<file path="config.mk">
export PLATFORM = sky130hd
export DESIGN_NAME = i2c_reg_slave
export DESIGN_NICKNAME = d
export VERILOG_FILES = /design/src/rtl/i2cs_pkg.sv /design/src/rtl/i2cs_glitch_filter.sv /design/src/rtl/i2cs_ctrl.sv /design/src/rtl/i2cs_regbank.sv /design/src/rtl/i2c_reg_slave.sv
export SDC_FILE = /design/constraint.sdc
export NUM_CORES = 1
export LEC_CHECK = 0
export ABC_AREA = 0
export BUFFER_PORTS_ARGS = -buffer_cell sky130_fd_sc_hd__buf_2
export CORE_MARGIN = 2
export CORE_UTILIZATION = 52
export DETAILED_ROUTE_END_ITERATION = 10
export GPL_TIMING_DRIVEN = 0
export PLACE_DENSITY = 0.75
export RECOVER_POWER = 25
export SLEW_MARGIN = 5
export SYNTH_ARGS = -nofsm -noshare
export SYNTH_HDL_FRONTEND = slang
export SYNTH_SLANG_ARGS = --single-unit
export TNS_END_PERCENT = 1
</file>
<file path="constraint.sdc">
create_clock -name clk -period 2.75 [get_ports clk]
set_clock_uncertainty 0.05 [all_clocks]
set_input_delay 0.1375 -clock clk [delete_from_list [all_inputs] [get_ports clk]]
set_output_delay 0.1375 -clock clk [all_outputs]
set_load 0.03 [all_outputs]
</file>
<file path="src/rtl/i2cs_pkg.sv">
package i2cs_pkg;

  typedef enum logic [3:0] {
    ST_IDLE,
    ST_ADDR,
    ST_ADDR_ACK,
    ST_SUB,
    ST_SUB_ACK,
    ST_WDATA,
    ST_WDATA_ACK,
    ST_RDATA,
    ST_RMACK,
    ST_WAIT_STOP
  } busState_t;

  // strobes from the protocol control to the register datapath
  typedef struct packed {
    logic shiftIn;   // capture one SDA bit into the receive shifter
    logic ptrLoad;   // load pointer from the received byte
    logic wrEn;      // store received byte at pointer, advance pointer
    logic txLoad;    // fetch register at pointer into transmit shifter
    logic txShift;   // present next transmit bit
  } dpStrobe_t;

  localparam logic [5:0] DEV_ADDR_HI = 6'b110101;

endpackage

</file>
<file path="src/rtl/i2cs_glitch_filter.sv">
module i2cs_glitch_filter #(
  parameter int FILT_CYCLES = 7
) (
  input  logic clk,
  input  logic rstN,
  input  logic bypass,
  input  logic rawIn,
  output logic cleanOut
);
  localparam int CNT_W = $clog2(FILT_CYCLES + 1);
  localparam logic [CNT_W-1:0] CNT_LAST = CNT_W'(FILT_CYCLES - 1);

  logic [1:0]       syncQ;
  logic [CNT_W-1:0] stableCnt;

  always_ff @(posedge clk or negedge rstN) begin
    if (!rstN) begin
      syncQ     <= 2'b11;
      cleanOut  <= 1'b1;
      stableCnt <= '0;
    end else begin
      syncQ <= {syncQ[0], rawIn};
      if (bypass) begin
        cleanOut  <= syncQ[1];
        stableCnt <= '0;
      end else if (syncQ[1] == cleanOut) begin
        stableCnt <= '0;
      end else if (stableCnt == CNT_LAST) begin
        cleanOut  <= syncQ[1];
        stableCnt <= '0;
      end else begin
        stableCnt <= stableCnt + 1'b1;
      end
    end
  end
endmodule

</file>
<file path="src/rtl/i2cs_ctrl.sv">
module i2cs_ctrl
  import i2cs_pkg::*;
#(
  parameter int REG_COUNT = 16
) (
  input  logic       clk,
  input  logic       rstN,
  input  logic       strap,
  input  logic       sclF,
  input  logic       sdaF,
  input  logic [7:0] rxByte,
  input  logic       ptrValid,
  input  logic       txBit,
  output dpStrobe_t  strb,
  output logic       sdaOe,
  output busState_t  stateQ
);
  localparam logic [8:0] REG_COUNT9 = 9'(REG_COUNT);

  logic       sclQ, sdaQ;
  logic [3:0] bitCnt;
  logic       ackFlag, isRead, masterAck;

  logic sclRise, sclFall, startC, stopC, byteDone, addrOk, subOk;

  assign sclRise  = sclF & ~sclQ;
  assign sclFall  = ~sclF & sclQ;
  assign startC   = sclF & sclQ & sdaQ & ~sdaF;
  assign stopC    = sclF & sclQ & ~sdaQ & sdaF;
  assign byteDone = sclFall & (bitCnt == 4'd8);
  assign addrOk   = rxByte[7:1] == {DEV_ADDR_HI, strap};
  assign subOk    = {1'b0, rxByte} < REG_COUNT9;

  always_comb begin
    strb         = '0;
    strb.shiftIn = sclRise & (stateQ inside {ST_ADDR, ST_SUB, ST_WDATA});
    strb.ptrLoad = (stateQ == ST_SUB) & byteDone & subOk;
    strb.wrEn    = (stateQ == ST_WDATA) & byteDone & ptrValid;
    strb.txLoad  = sclFall & (((stateQ == ST_ADDR_ACK) & ackFlag & isRead) |
                              ((stateQ == ST_RMACK) & masterAck));
    strb.txShift = (stateQ == ST_RDATA) & sclFall & (bitCnt != 4'd8);
  end

  assign sdaOe = ((stateQ inside {ST_ADDR_ACK, ST_SUB_ACK, ST_WDATA_ACK}) & ackFlag) |
                 ((stateQ == ST_RDATA) & ~txBit);

  always_ff @(posedge clk or negedge rstN) begin
    if (!rstN) begin
      stateQ    <= ST_IDLE;
      sclQ      <= 1'b1;
      sdaQ      <= 1'b1;
      bitCnt    <= '0;
      ackFlag   <= 1'b0;
      isRead    <= 1'b0;
      masterAck <= 1'b0;
    end else begin
      sclQ <= sclF;
      sdaQ <= sdaF;
      if (startC) begin
        stateQ <= ST_ADDR;
        bitCnt <= '0;
      end else if (stopC) begin
        stateQ <= ST_IDLE;
        bitCnt <= '0;
      end else begin
        unique case (stateQ)
          ST_ADDR, ST_SUB, ST_WDATA: begin
            if (sclRise) bitCnt <= bitCnt + 4'd1;
            if (byteDone) begin
              bitCnt <= '0;
              if (stateQ == ST_ADDR) begin
                stateQ  <= ST_ADDR_ACK;
                ackFlag <= addrOk;
                isRead  <= rxByte[0];
              end else if (stateQ == ST_SUB) begin
                stateQ  <= ST_SUB_ACK;
                ackFlag <= subOk;
              end else begin
                stateQ  <= ST_WDATA_ACK;
                ackFlag <= ptrValid;
              end
            end
          end
          ST_ADDR_ACK: if (sclFall) begin
            if (!ackFlag)    stateQ <= ST_IDLE;
            else if (isRead) stateQ <= ST_RDATA;
            else             stateQ <= ST_SUB;
          end
          ST_SUB_ACK, ST_WDATA_ACK: if (sclFall) begin
            stateQ <= ackFlag ? ST_WDATA : ST_IDLE;
          end
          ST_RDATA: begin
            if (sclRise) bitCnt <= bitCnt + 4'd1;
            if (byteDone) begin
              bitCnt <= '0;
              stateQ <= ST_RMACK;
            end
          end
          ST_RMACK: begin
            if (sclRise) masterAck <= ~sdaF;
            if (sclFall) stateQ <= masterAck ? ST_RDATA : ST_WAIT_STOP;
          end
          default: ;
        endcase
      end
    end
  end
endmodule

</file>
<file path="src/rtl/i2cs_regbank.sv">
module i2cs_regbank
  import i2cs_pkg::*;
#(
  parameter int REG_COUNT = 16,
  parameter int FREQ_BASE = 4,
  parameter logic [REG_COUNT*8-1:0] RESET_VALUES = '0
) (
  input  logic                   clk,
  input  logic                   rstN,
  input  logic                   sdaF,
  input  dpStrobe_t              strb,
  output logic [7:0]             rxByte,
  output logic                   ptrValid,
  output logic                   txBit,
  output logic [REG_COUNT*8-1:0] regFlat,
  output logic [31:0]            freqWord
);
  localparam int PTR_W = $clog2(REG_COUNT + 1);
  localparam int IDX_W = $clog2(REG_COUNT);
  localparam logic [PTR_W-1:0] PTR_LAST = PTR_W'(REG_COUNT - 1);
  localparam logic [PTR_W-1:0] PTR_END  = PTR_W'(REG_COUNT);
  localparam logic [PTR_W-1:0] PTR_FTOP = PTR_W'(FREQ_BASE + 3);

  logic [7:0]       regs [REG_COUNT];
  logic [PTR_W-1:0] ptr;
  logic [7:0]       txReg;
  logic [IDX_W-1:0] rdIdx;

  assign ptrValid = ptr < PTR_END;
  assign rdIdx    = ptrValid ? ptr[IDX_W-1:0] : IDX_W'(REG_COUNT - 1);
  assign txBit    = txReg[7];

  always_ff @(posedge clk or negedge rstN) begin
    if (!rstN) begin
      rxByte   <= '0;
      ptr      <= '0;
      txReg    <= 8'hFF;
      freqWord <= RESET_VALUES[FREQ_BASE*8 +: 32];
      for (int i = 0; i < REG_COUNT; i++) regs[i] <= RESET_VALUES[i*8 +: 8];
    end else begin
      if (strb.shiftIn) rxByte <= {rxByte[6:0], sdaF};
      if (strb.ptrLoad) ptr <= PTR_W'(rxByte);
      if (strb.wrEn) begin
        regs[ptr[IDX_W-1:0]] <= rxByte;
        ptr <= ptr + 1'b1;
        if (ptr == PTR_FTOP)
          freqWord <= {rxByte, regs[FREQ_BASE+2], regs[FREQ_BASE+1], regs[FREQ_BASE]};
      end
      if (strb.txLoad) begin
        txReg <= regs[rdIdx];
        if (ptrValid && ptr != PTR_LAST) ptr <= ptr + 1'b1;
      end else if (strb.txShift) begin
        txReg <= {txReg[6:0], 1'b1};
      end
    end
  end

  for (genvar g = 0; g < REG_COUNT; g++) begin : g_flat
    assign regFlat[g*8 +: 8] = regs[g];
  end
endmodule

</file>
<file path="src/rtl/i2c_reg_slave.sv">
module i2c_reg_slave
  import i2cs_pkg::*;
#(
  parameter int SYS_CLK_MHZ = 125,
  parameter int REG_COUNT   = 16,
  parameter int FREQ_BASE   = 4,
  parameter logic [REG_COUNT*8-1:0] RESET_VALUES =
    128'hFFEEDDCC_BBAA9988_21F07C1F_44332211
) (
  input  logic                   clk,
  input  logic                   rstN,
  input  logic                   addrStrap,
  input  logic                   sclIn,
  input  logic                   sdaIn,
  output logic                   sdaOe,
  output logic [REG_COUNT*8-1:0] regFlat,
  output logic [31:0]            freqWord
);
  // cycles covering at least 50 ns at the system clock
  localparam int FILT_RAW    = (SYS_CLK_MHZ * 50 + 999) / 1000;
  localparam int FILT_CYCLES = (FILT_RAW < 1) ? 1 : FILT_RAW;

  logic [1:0] rawLines, cleanLines;
  logic       sclClean, sdaClean;
  dpStrobe_t  strb;
  busState_t  ctrlState;
  logic [7:0] rxByte;
  logic       ptrValid, txBit;

  assign rawLines = {sclIn, sdaIn};
  for (genvar g = 0; g < 2; g++) begin : g_filt
    i2cs_glitch_filter #(.FILT_CYCLES(FILT_CYCLES)) u_filt (
      .clk(clk), .rstN(rstN), .bypass(addrStrap),
      .rawIn(rawLines[g]), .cleanOut(cleanLines[g])
    );
  end
  assign sclClean = cleanLines[1];
  assign sdaClean = cleanLines[0];

  i2cs_ctrl #(.REG_COUNT(REG_COUNT)) u_ctrl (
    .clk(clk), .rstN(rstN), .strap(addrStrap),
    .sclF(sclClean), .sdaF(sdaClean),
    .rxByte(rxByte), .ptrValid(ptrValid), .txBit(txBit),
    .strb(strb), .sdaOe(sdaOe), .stateQ(ctrlState)
  );

  i2cs_regbank #(
    .REG_COUNT(REG_COUNT), .FREQ_BASE(FREQ_BASE), .RESET_VALUES(RESET_VALUES)
  ) u_bank (
    .clk(clk), .rstN(rstN), .sdaF(sdaClean), .strb(strb),
    .rxByte(rxByte), .ptrValid(ptrValid), .txBit(txBit),
    .regFlat(regFlat), .freqWord(freqWord)
  );
endmodule

</file>
Word level (Yosys, flattened, before mapping)
Cells that the tools add are included.
{"block": "op_classes", "addsub": 4, "bitwise": 32, "mux": 46, "reduce_logical": 21, "magnitude_cmp": 5, "n_eq_ne": 24}
{"cell": "bitwise mux 128 bit", "count": 1}
{"cell": "two-way mux 4 bit", "count": 16}
{"cell": "two-way mux 8 bit", "count": 5}
{"cell": "binary-select mux 8 bit (select 4 bit)", "count": 1}
{"cell": "demux 8 bit (select 4 bit)", "count": 1}
{"cell": "two-way mux 3 bit", "count": 8}
{"cell": "AND 1 bit", "count": 21}
{"cell": "two-way mux 5 bit", "count": 4}
{"cell": "!= test 4 x 1 -> 1 bit, second input constant", "count": 5}
{"cell": "case mux 4 bit (5 select lines)", "count": 1}
{"cell": "== test 4 x 3 -> 1 bit, second input constant", "count": 4}
{"cell": ">= comparator 5 bit, second input constant", "count": 2}
{"cell": "NOT 4 -> 5 bit", "count": 2}
{"cell": "nonzero test 3 bit", "count": 3}
{"cell": "== test 4 x 2 -> 1 bit, second input constant", "count": 2}
{"cell": "== test 4 bit, second input constant", "count": 2}
{"cell": "< comparator 8 x 5 -> 1 bit, second input constant", "count": 1}
{"cell": "two-way mux 1 bit", "count": 8}
{"cell": "AND reduction 2 bit", "count": 4}
{"cell": "AND reduction 4 bit", "count": 2}
{"cell": "== test 7 bit", "count": 1}
{"cell": "NOT 1 bit", "count": 7}
{"cell": "nonzero test 7 bit", "count": 1}
{"cell": "adder 3 x 1 -> 3 bit, second input constant", "count": 2}
{"cell": "21 further kinds", "count": 28}
{"block": "word_totals", "output_inout_bits": 161, "inputBits": 5, "regBits": 206, "word_cells": 165}

Depth between registers and ports, before layout
Gate-level depths: netlist of the first run.
{"block": "depth", "word_depth": 9, "mapped_depth": 9, "depth_no_buf": 8}

By module
A second synthesis of the first run with hierarchy kept.
{"block": "hier_totals", "cells_unflattened": 759, "hier_area_um2": 9905.8}
{"module": "i2cs_regbank", "cells_each": 607, "area_per_inst_um2": 8425.6, "instances": 1, "seq_area_each_um2": 4642.0}
{"module": "i2cs_ctrl", "cells_each": 114, "area_per_inst_um2": 969.7, "instances": 1, "seq_area_each_um2": 327.8}
{"module": "i2cs_glitch_filter", "cells_each": 19, "area_per_inst_um2": 255.2, "instances": 2, "seq_area_each_um2": 153.9}

Worst setup path after synthesis of the first run
OpenSTA, ideal clock, no wires.
{"block": "synth_timing", "path_type": "register to register", "from": "register u_ctrl.bitCnt[0]", "to": "register u_bank.freqWord[15]", "stages_incl_launch_ff": 10, "t_arrival_ns": 1.892, "setup_time_ns": 0.125, "n_path_buf": 2, "period_less_slack_ns": 2.067, "t_required_ns": 2.575, "setup_slack_ns": 0.683, "path_cell_list": "dfrtp_1 -> inv_1 -> ha_1 -> and3b_1 -> and4_1 -> and2_1 -> buf_4 -> nand2_4 -> buf_6 -> mux2_4"}
{"block": "synth_via", "elab_chain_cells": 5}
{"element": "from (decl)", "line": "i2cs_ctrl.sv:21", "source": "logic [3:0] bitCnt;"}
{"element": "from (signal assigned)", "line": "i2cs_ctrl.sv:68", "source": "if (sclRise) bitCnt <= bitCnt + 4'd1;"}
{"element": "from (signal assigned)", "line": "i2cs_ctrl.sv:93", "source": "if (sclRise) bitCnt <= bitCnt + 4'd1;"}
{"element": "== test 4 bit", "line": "i2cs_ctrl.sv:30", "source": "assign byteDone = sclFall & (bitCnt == 4'd8);"}
{"element": "AND 1 bit", "line": "i2cs_ctrl.sv:30"}
{"element": "AND 1 bit (2 in series)", "line": "i2cs_ctrl.sv:38", "source": "strb.wrEn = (stateQ == ST_WDATA) & byteDone & ptrValid;"}
{"element": "AND reduction 2 bit (no source line)"}
{"element": "to (signal assigned)", "line": "i2cs_regbank.sv:38", "source": "freqWord <= RESET_VALUES[FREQ_BASE*8 +: 32];"}
{"element": "to (signal assigned)", "line": "i2cs_regbank.sv:47", "source": "freqWord <= {rxByte, regs[FREQ_BASE+2], regs[FREQ_BASE+1], regs[FREQ_BASE]};"}
{"element": "to (decl)", "line": "i2cs_regbank.sv:16", "source": "output logic [31:0] freqWord"}
No other way between the ends.
A chain may end at the register's enable or synchronous reset.

Final worst setup path of the first run
{"block": "layout_timing", "from": "register u_bank.ptr[0]", "to": "register u_bank.txReg[4]"}
{"block": "layout_via", "elab_chain_cells": 7}
{"element": "from (decl)", "line": "i2cs_regbank.sv:25", "source": "logic [PTR_W-1:0] ptr;"}
{"element": "from (signal assigned)", "line": "i2cs_regbank.sv:42", "source": "if (strb.ptrLoad) ptr <= PTR_W'(rxByte);"}
{"element": "from (signal assigned)", "line": "i2cs_regbank.sv:45", "source": "ptr <= ptr + 1'b1;"}
{"element": "from (signal assigned)", "line": "i2cs_regbank.sv:51", "source": "if (ptrValid && ptr != PTR_LAST) ptr <= ptr + 1'b1;"}
{"element": "< comparator 5 bit", "line": "i2cs_regbank.sv:29", "source": "assign ptrValid = ptr < PTR_END;"}
{"element": "two-way mux 4 bit *", "line": "i2cs_regbank.sv:30", "source": "assign rdIdx = ptrValid ? ptr[IDX_W-1:0] : IDX_W'(REG_COUNT - 1);"}
{"element": "NOT 4 -> 5 bit (implied by the code) *", "line": "i2cs_regbank.sv:50", "source": "txReg <= regs[rdIdx];"}
{"element": "binary-select mux 8 bit (select 4 bit) *", "line": "i2cs_regbank.sv:50"}
{"element": "two-way mux 8 bit (implied by the code) * (2 in series)", "line": "i2cs_regbank.sv:50"}
{"element": "two-way mux 8 bit *", "line": "i2cs_regbank.sv:49", "source": "if (strb.txLoad) begin"}
{"element": "to (signal assigned)", "line": "i2cs_regbank.sv:50"}
{"element": "to (signal assigned)", "line": "i2cs_regbank.sv:53", "source": "txReg <= {txReg[6:0], 1'b1};"}
{"element": "to (decl)", "line": "i2cs_regbank.sv:26", "source": "logic [7:0] txReg;"}
Every way passes the cells marked *; elsewhere a longest branch is shown, timed or not. The select of a mux whose other input is x is not followed.

==> impl_metrics.py, run 1 <==
metrics = {
    "timing": {
        "grt_setup_unrepaired": "no",
        "fin_hold_ws_ns": 0.226,
        "max_slew.worst_pin.slew_ns": 1.56,
        "final_critical_path_setup_slack_ns": 0.251,
        "final-max-slew-violation-count": 114,
        "fmax_mhz": 400,
        "finalHoldViolCount": 0,
        "post-route-min-period_ns": 2.50,
        "timing.setup.tns_ns": 0,
        "fin_crit_sh_pct": 90.9,
        "setup-violations-final": 0,
        "max-slew-margin-rel_pct": -3.94,
    },
    "drt": {
        "drt_pass1_iterations": 5,
        "ant_nets": 0,
        "routedWlPerCell_um": 22.9,
        "post_drt_via_cell_ratio": 6.07,
        "number_of_drc_violations_after_detailed_routing": 0,
        "drt_iter0_drc": 486,
        "routed_wl_mm": 27.5,
        "via_count": 7292,
    },
    "power_and_ir_drop": {
        "p_leak_nw": 5.73,
        "p_per_area_mw_per_mm2": 624,
        "design_power_total_mw": 7.41,
        "worst_ir_drop_vdd_mv": 0.496,
    },
    "cells_and_area": {
        "finalCoreUtilization_pct": 63.5,
        "stdcell_count": 1202,
        "layout.nets": 964,
        "total_inserted_antenna_cells": 0,
        "final_design_area_no_fill_sq_mm": 0.0119,
        "area_growth_syn_to_layout_pct": 19.6,
        "layout-drive-gt1-share_pct": 51.8,
        "fill_cells": 1449,
    },
    "placed_design": {
        "dpl-instance-area_sq_mm": 0.0111,
        "place_congestion": 0.943,
        "io_buffer_count": 165,
        "dp.cells": 1157,
        "detailedPlacementHpwl_mm": 18.9,
        "placement.setup.worst_slack_ns": 0.328,
    },
    "synth": {
        "syn_area_per_cell_sq_um": 13.1,
        "yosys_register_bits": 206,
        "synth_nets": 769,
        "synth_largest_area_cell": "sky130_fd_sc_hd__dfrtp_1",
        "ys_warn_count": 0,
        "netlist_instances": 757,
        "ys_top_cells_by_area": "sky130_fd_sc_hd__dfrtp_1, sky130_fd_sc_hd__dfstp_2, sky130_fd_sc_hd__mux2_2",
        "ys_top_cells_by_count": "sky130_fd_sc_hd__mux2_2, sky130_fd_sc_hd__dfrtp_1, sky130_fd_sc_hd__dfstp_2",
        "async_set_or_reset_register_ratio_after_synthesis_pct": 100,
        "ys.flop_type": "sky130_fd_sc_hd__dfrtp_1",
        "proportion_of_netlist_area_held_by_the_largest_area_contributor_pct": 27.2,
        "mappedNetlistArea_sq_mm": 0.00993,
        "synth.yosys.seq_area_share_pct": 53.2,
        "synth-edff-count": 0,
        "synth_most_common_cell": "sky130_fd_sc_hd__mux2_2",
        "post_synth_num_cell_types": 63,
    },
    "die": {
        "die_area_sq_mm": 0.0202,
        "placeableCoreArea_sq_mm": 0.0187,
        "placementRows": 50,
        "io_pins": 166,
        "chipHeight_um": 142,
        "die_x_um": 142,
        "initial_utilization_pct": 53.1,
    },
    "clock_network": {
        "post_cts_resized": 0,
        "cts_hold_buf": 4,
        "cts_tree": "done",
        "maximum_buffer_depth_of_the_clock_tree": 3,
        "tritoncts.num_buffers": 23,
        "cts_root_buf": "sky130_fd_sc_hd__clkbuf_16",
        "htree_num_levels": 1,
        "worst_setup_hold_path_clk_slew_ns": 0.06,
        "postCtsSetupRepairBufs": 0,
        "tritoncts_num_sinks": 206,
        "clock_latency_ns": 0.51,
    },
    "run": {
        "maxCapViolCount": 1,
    },
    "worst_setup_path": {
        "start_kind": "flip-flop",
        "worst_ep_arrival_time_ns": 2.86,
        "cp_slowest_cell": "sky130_fd_sc_hd__clkbuf_1",
        "cp_common_cell": "sky130_fd_sc_hd__clkbuf_1",
        "critical_path.cell_chain": "clkbuf_1 > clkbuf_1 > a21oi_1 > o311ai_1 > a31oi_1",
        "critical_path_required_ns": 3.11,
        "worst-setup-path-type": "flip-flop to flip-flop",
        "worst_setup_path_end_kind": "flip-flop",
        "critical_path_peak_fanout": 10,
        "cp_slowest_stage_delay_ns": 0.54,
    },
    "global_route": {
        "busiest_layer": "met2",
        "grt_util_met1_pct": 39.8,
        "grt.total_usage_pct": 27.4,
        "globalRouteMet3Util_pct": 6.09,
        "first_pass_grt_wire_length_mm": 42.3,
        "largest_net_degree_at_the_start_of_global_routing": 115,
        "antenna_violations_before_repair": 0,
        "grtUsageMet2_pct": 41.5,
        "grt_pass1_vias": 7187,
        "overflow": 0,
    },
    "status": {
        "violations": "capacitance limit, slew limit",
        "outcome": "finished with violations",
    },
    "min_path": {
        "hold_path.class": "input port to flip-flop",
    },
}
-- sequential cells by signal, summed over array words and instances, names as in the netlist, 2 cells and up --
register and flops:
u_bank.freqWord 32, g_filt.u_filt.cleanOut 2, u_bank.ptr 5, u_ctrl.stateQ 4, u_ctrl.bitCnt 4, u_bank.regFlat 128
u_bank.rxByte 8, g_filt.u_filt.stableCnt 6, g_filt.u_filt.syncQ 4, u_bank.txReg 8
-- report_power, final --
part / leakage (nW) / internal (mW) / total [mW] / switching [mW]
combinational: 2.86 / 0.218 / 0.957 / 0.740
sequential: 2.49 / 3.15 / 3.25 / 0.0978
clock: 0.387 / 1.99 / 3.20 / 1.21
-- metal layers --
layer  vias up  wire [um]
met5         -          0
met4         0        645
met3        55       2360
met2       352      12400
met1      3700      12100
li1       3185          -
-- cell usage in the layout (no fill, tap or decap), types with 13 or more instances in the layout --
| master | netlist | routed |
|---|---|---|
| sky130_fd_sc_hd__clkbuf_16 | 0 | 23 |
| sky130_fd_sc_hd__dfrtp_1 | 108 | 108 |
| sky130_fd_sc_hd__nand2_1 | 20 | 20 |
| sky130_fd_sc_hd__a211oi_1 | 15 | 15 |
| sky130_fd_sc_hd__nand2b_1 | 13 | 13 |
| sky130_fd_sc_hd__dfstp_2 | 98 | 96 |
| sky130_fd_sc_hd__mux2_4 | 40 | 40 |
| sky130_fd_sc_hd__mux2_2 | 134 | 134 |
| sky130_fd_sc_hd__nand2_2 | 15 | 15 |
| sky130_fd_sc_hd__nor2_1 | 23 | 23 |
| sky130_fd_sc_hd__a31oi_1 | 15 | 15 |
| sky130_fd_sc_hd__inv_1 | 14 | 14 |
| sky130_fd_sc_hd__mux2_1 | 14 | 14 |
| sky130_fd_sc_hd__clkbuf_1 | 30 | 57 |
| sky130_fd_sc_hd__a221oi_1 | 17 | 17 |
| sky130_fd_sc_hd__a21oi_1 | 26 | 26 |
| sky130_fd_sc_hd__buf_2 | 14 | 156 |
| sky130_fd_sc_hd__mux2i_1 | 25 | 25 |
-- cell families (layout without fill, tap and decap cells) --
group	after synthesis	count (layout)	share of synthesized area [%]
buffers and inverters	67	278	3.13
adders and majority gates	7	7	0.882
AOI/OAI and AO/OA	118	118	8.33
muxes	216	216	26.0
DFF	206	206	53.2
and+or+nand+nor	139	139	8.09
xor gates and xnor gates	4	4	0.353
-- layout make-up --
type / instances / area (sq um) / area share, %
repair buffers: 170 / 868 / 7.31
inverters: 15 / 56.3 / 0.474
flip-flops and latches: 206 / 5280 / 44.4
plain buffers: 52 / 254 / 2.14
clock inverters: 10 / 153 / 1.29
well taps: 234 / 293 / 2.47
multi-input cells: 484 / 4340 / 36.5
clock buffers: 31 / 636 / 5.35
-- final timing paths --
| check | from | slack (ns) | depth (start not counted) | end |
|---|---|---|---|---|
| max in group asynchronous | rstN | 0.95 | 3 | u_bank.regFlat[9] |
| max | u_bank.ptr[0] | 0.25 | 5 | u_bank.txReg[4] |
| max reg2reg | u_bank.ptr[0] | 0.25 | 5 | u_bank.txReg[4] |
| min in group asynchronous | rstN | 0.53 | 2 | u_bank.regFlat[100] |
| min | sdaIn | 0.23 | 2 | g_filt[0].u_filt.syncQ[0] |
| min reg2reg | g_filt[1].u_filt.syncQ[0] | 0.30 | 0 | g_filt[1].u_filt.syncQ[1] |
-- critical path, delay by kind of cell (launching register included) --
kind / cells / cell delay [ns]
buf+inv: 2 / 1.02
flops: 1 / 0.46
compound gates: 3 / 0.86
(Power assumes the default switching activity.)
==> run 2: changes to the inputs <==
--- a/config.mk
+++ b/config.mk
@@ -6,5 +6,4 @@
 export NUM_CORES = 1
 export LEC_CHECK = 0
-export ABC_AREA = 0
 export BUFFER_PORTS_ARGS = -buffer_cell sky130_fd_sc_hd__buf_2
 export CORE_MARGIN = 2
==> constraint.sdc (replaced) <==
create_clock -name clk -period 2.75 [get_ports clk]
set_clock_uncertainty 0.05 [all_clocks]
set_input_delay 0 -clock clk [delete_from_list [all_inputs] [get_ports clk]]
set_output_delay 0 -clock clk [all_outputs]
set_load 0.03 [all_outputs]
==> run 2 against run 1 <==
Against the previous run: the flow still finishes with violations (capacitance limit, slew limit); worst hold slack got worse by 0.14 ns; sequential cell count did not move; worst setup slack did not move; global-route usage did not move; final cell count did not move; fmax did not move; first-iteration DRC count fell by 0.21%; sequential share of layout area barely moved; non-clock buffer count did not move; total power barely moved; largest cell class unchanged; largest power group unchanged; highest routed layer unchanged.
==> impl_metrics.py, run 2 (synthesis results as in run 1) <==
metrics = {
    "clock_network": {
        "maximum_buffer_depth_of_the_clock_tree": 3,
        "tritoncts.num_buffers": 23,
        "worst_setup_hold_path_clk_slew_ns": 0.06,
        "post_cts_resized": 0,
        "tritoncts_num_sinks": 206,
        "clock_latency_ns": 0.51,
        "htree_num_levels": 1,
        "cts_root_buf": "sky130_fd_sc_hd__clkbuf_16",
        "cts_tree": "done",
    },
    "die": {
        "io_pins": 166,
        "placementRows": 50,
        "initial_utilization_pct": 53.1,
        "die_area_sq_mm": 0.0202,
        "die_x_um": 142,
        "chipHeight_um": 142,
        "placeableCoreArea_sq_mm": 0.0187,
    },
    "worst_setup_path": {
        "critPathTopFamily": "buffers and inverters",
        "cp_common_cell": "sky130_fd_sc_hd__clkbuf_1",
        "critical_path_required_ns": 3.11,
        "worst-setup-path-type": "flip-flop to flip-flop",
        "critical_path.cell_chain": "clkbuf_1 > clkbuf_1 > a21oi_1 > o311ai_1 > a31oi_1",
        "cp_num_buf_inv": 2,
        "cp_slowest_cell": "sky130_fd_sc_hd__clkbuf_1",
        "worst_ep_arrival_time_ns": 2.86,
        "start_kind": "flip-flop",
        "r2r_slack_ns": 0.25,
        "worst_setup_path_end_kind": "flip-flop",
        "critical_path_peak_fanout": 10,
        "worst_r2r_startpoint": "u_bank.ptr[0]",
        "critical_path.reg2reg.endpoint": "u_bank.txReg[4]",
        "rr_worst_depth": 5,
        "cp_slowest_stage_delay_ns": 0.54,
    },
    "drt": {
        "post_drt_via_cell_ratio": 6.06,
        "routedWlPerCell_um": 22.9,
        "routed_wl_mm": 27.5,
        "routed_length_on_met2_mm": 12.4,
        "wl_met1_mm": 12.1,
        "drt_iter0_drc": 485,
        "drt_pass1_iterations": 5,
        "via_count": 7289,
        "ant_nets": 0,
        "wl_met3_mm": 2.36,
        "number_of_drc_violations_after_detailed_routing": 0,
        "dr_top_layer": "met4",
    },
    "timing": {
        "max-slew-margin-rel_pct": -3.94,
        "final-max-slew-violation-count": 114,
        "fin_crit_sh_pct": 90.9,
        "max_slew.worst_pin.slew_ns": 1.56,
        "grt_setup_unrepaired": "no",
        "finalHoldViolCount": 0,
        "post-route-min-period_ns": 2.50,
        "fmax_mhz": 400,
        "setup-violations-final": 0,
    },
    "power_and_ir_drop": {
        "p_leak_nw": 5.73,
        "p_per_area_mw_per_mm2": 624,
        "worst_ir_drop_vdd_mv": 0.496,
    },
    "run": {
        "maxCapViolCount": 1,
    },
    "cells_and_area": {
        "final_design_area_no_fill_sq_mm": 0.0119,
        "layout.nets": 964,
        "layout-drive-gt1-share_pct": 51.5,
        "area_growth_syn_to_layout_pct": 19.6,
        "mostFrequentLayoutCell": "sky130_fd_sc_hd__buf_2",
        "layout_common_cells": "sky130_fd_sc_hd__buf_2, sky130_fd_sc_hd__mux2_2, sky130_fd_sc_hd__dfrtp_1",
        "finalCoreUtilization_pct": 63.5,
        "stdcell_count": 1202,
        "fill_cells": 1451,
        "number_of_flip_flops_in_the_largest_register": 128,
        "total_inserted_antenna_cells": 0,
    },
    "global_route": {
        "overflow": 0,
        "grt.total_usage_pct": 27.4,
        "grt_pass1_vias": 7187,
        "antenna_violations_before_repair": 0,
        "first_pass_grt_wire_length_mm": 42.3,
        "largest_net_degree_at_the_start_of_global_routing": 115,
    },
    "placed_design": {
        "dpl-instance-area_sq_mm": 0.0111,
        "detailedPlacementHpwl_mm": 18.9,
        "dp.cells": 1157,
        "io_buffer_count": 165,
        "place_congestion": 0.943,
    },
    "min_path": {
        "hold_path.class": "input port to flip-flop",
        "worst_hold_path.endpoint": "g_filt[0].u_filt.syncQ[0]",
        "hold_path.startpoint": "sdaIn",
        "worst_hold_path.num_cells": 2,
    },
    "status": {
        "outcome": "finished with violations",
        "violations": "capacitance limit, slew limit",
    },
}
[run 2: changes by cell type in the layout (fill, tap and decap cells not counted), sizes merged]
cell / before / now
buf: 165 / 163
clkbuf: 84 / 86
[run 2: worst max path at each step]
stage	start	end	slack [ns]	cells after the start
floorplan	u_ctrl.bitCnt[0]	u_bank.freqWord[15]	0.68	9
CTS	u_bank.ptr[1]	u_bank.regFlat[101]	0.33	8
global route	u_bank.ptr[2]	u_bank.ptr[3]	0.18	9
detailed placement	u_bank.ptr[1]	u_bank.regFlat[100]	0.33	8
finish	u_bank.ptr[0]	u_bank.txReg[4]	0.25	5
global placement	rstN	u_bank.regFlat[1]	-1.75	1
[run 2: final cells by class]
type,count,area [sq um],area share [%]
Multi-Input combinational cell,484,4340,36.5
Timing Repair Buffer,170,866,7.29
Inverter,15,56.3,0.474
Buffer,52,254,2.14
Tap cell,234,293,2.47
Clock buffer,31,636,5.35
Clock inverter,10,153,1.29
Sequential cell,206,5280,44.5
[run 2: power breakdown]
| group | switching, mW | leakage, nW | internal, mW | total, mW |
|---|---|---|---|---|
| combinational | 0.740 | 2.85 | 0.218 | 0.957 |
| sequential | 0.0978 | 2.49 | 3.15 | 3.25 |
| clock | 1.21 | 0.387 | 1.99 | 3.20 |
[run 2: repair_timing]
item	CTS	global route
hold endpoints to repair	113	0
setup buffers	0	0
hold buffers	4	0
[run 2: stage by stage]
stage	total power, mW	hold WS [ns]	TNS (ns)	setup WS (ns)
global route	7.65	0.0872	0	0.183
detailed placement	4.23	0.0563	0	0.328
global placement	4.22	0.0560	-237.63	-1.75
finish	7.41	0.0884	0	0.251
CTS	7.43	0.0831	0	0.327
floorplan	3.76	-0.346	0	0.683
[run 2: metal layers]
| metal | track usage [%] | vias up |
|---|---|---|
| met2 | 41.5 | 352 |
| met3 | 6.09 | 55 |
| met1 | 39.8 | 3697 |
| li1 | - | 3185 |
| met5 | 0 | - |
| met4 | 7.95 | 0 |
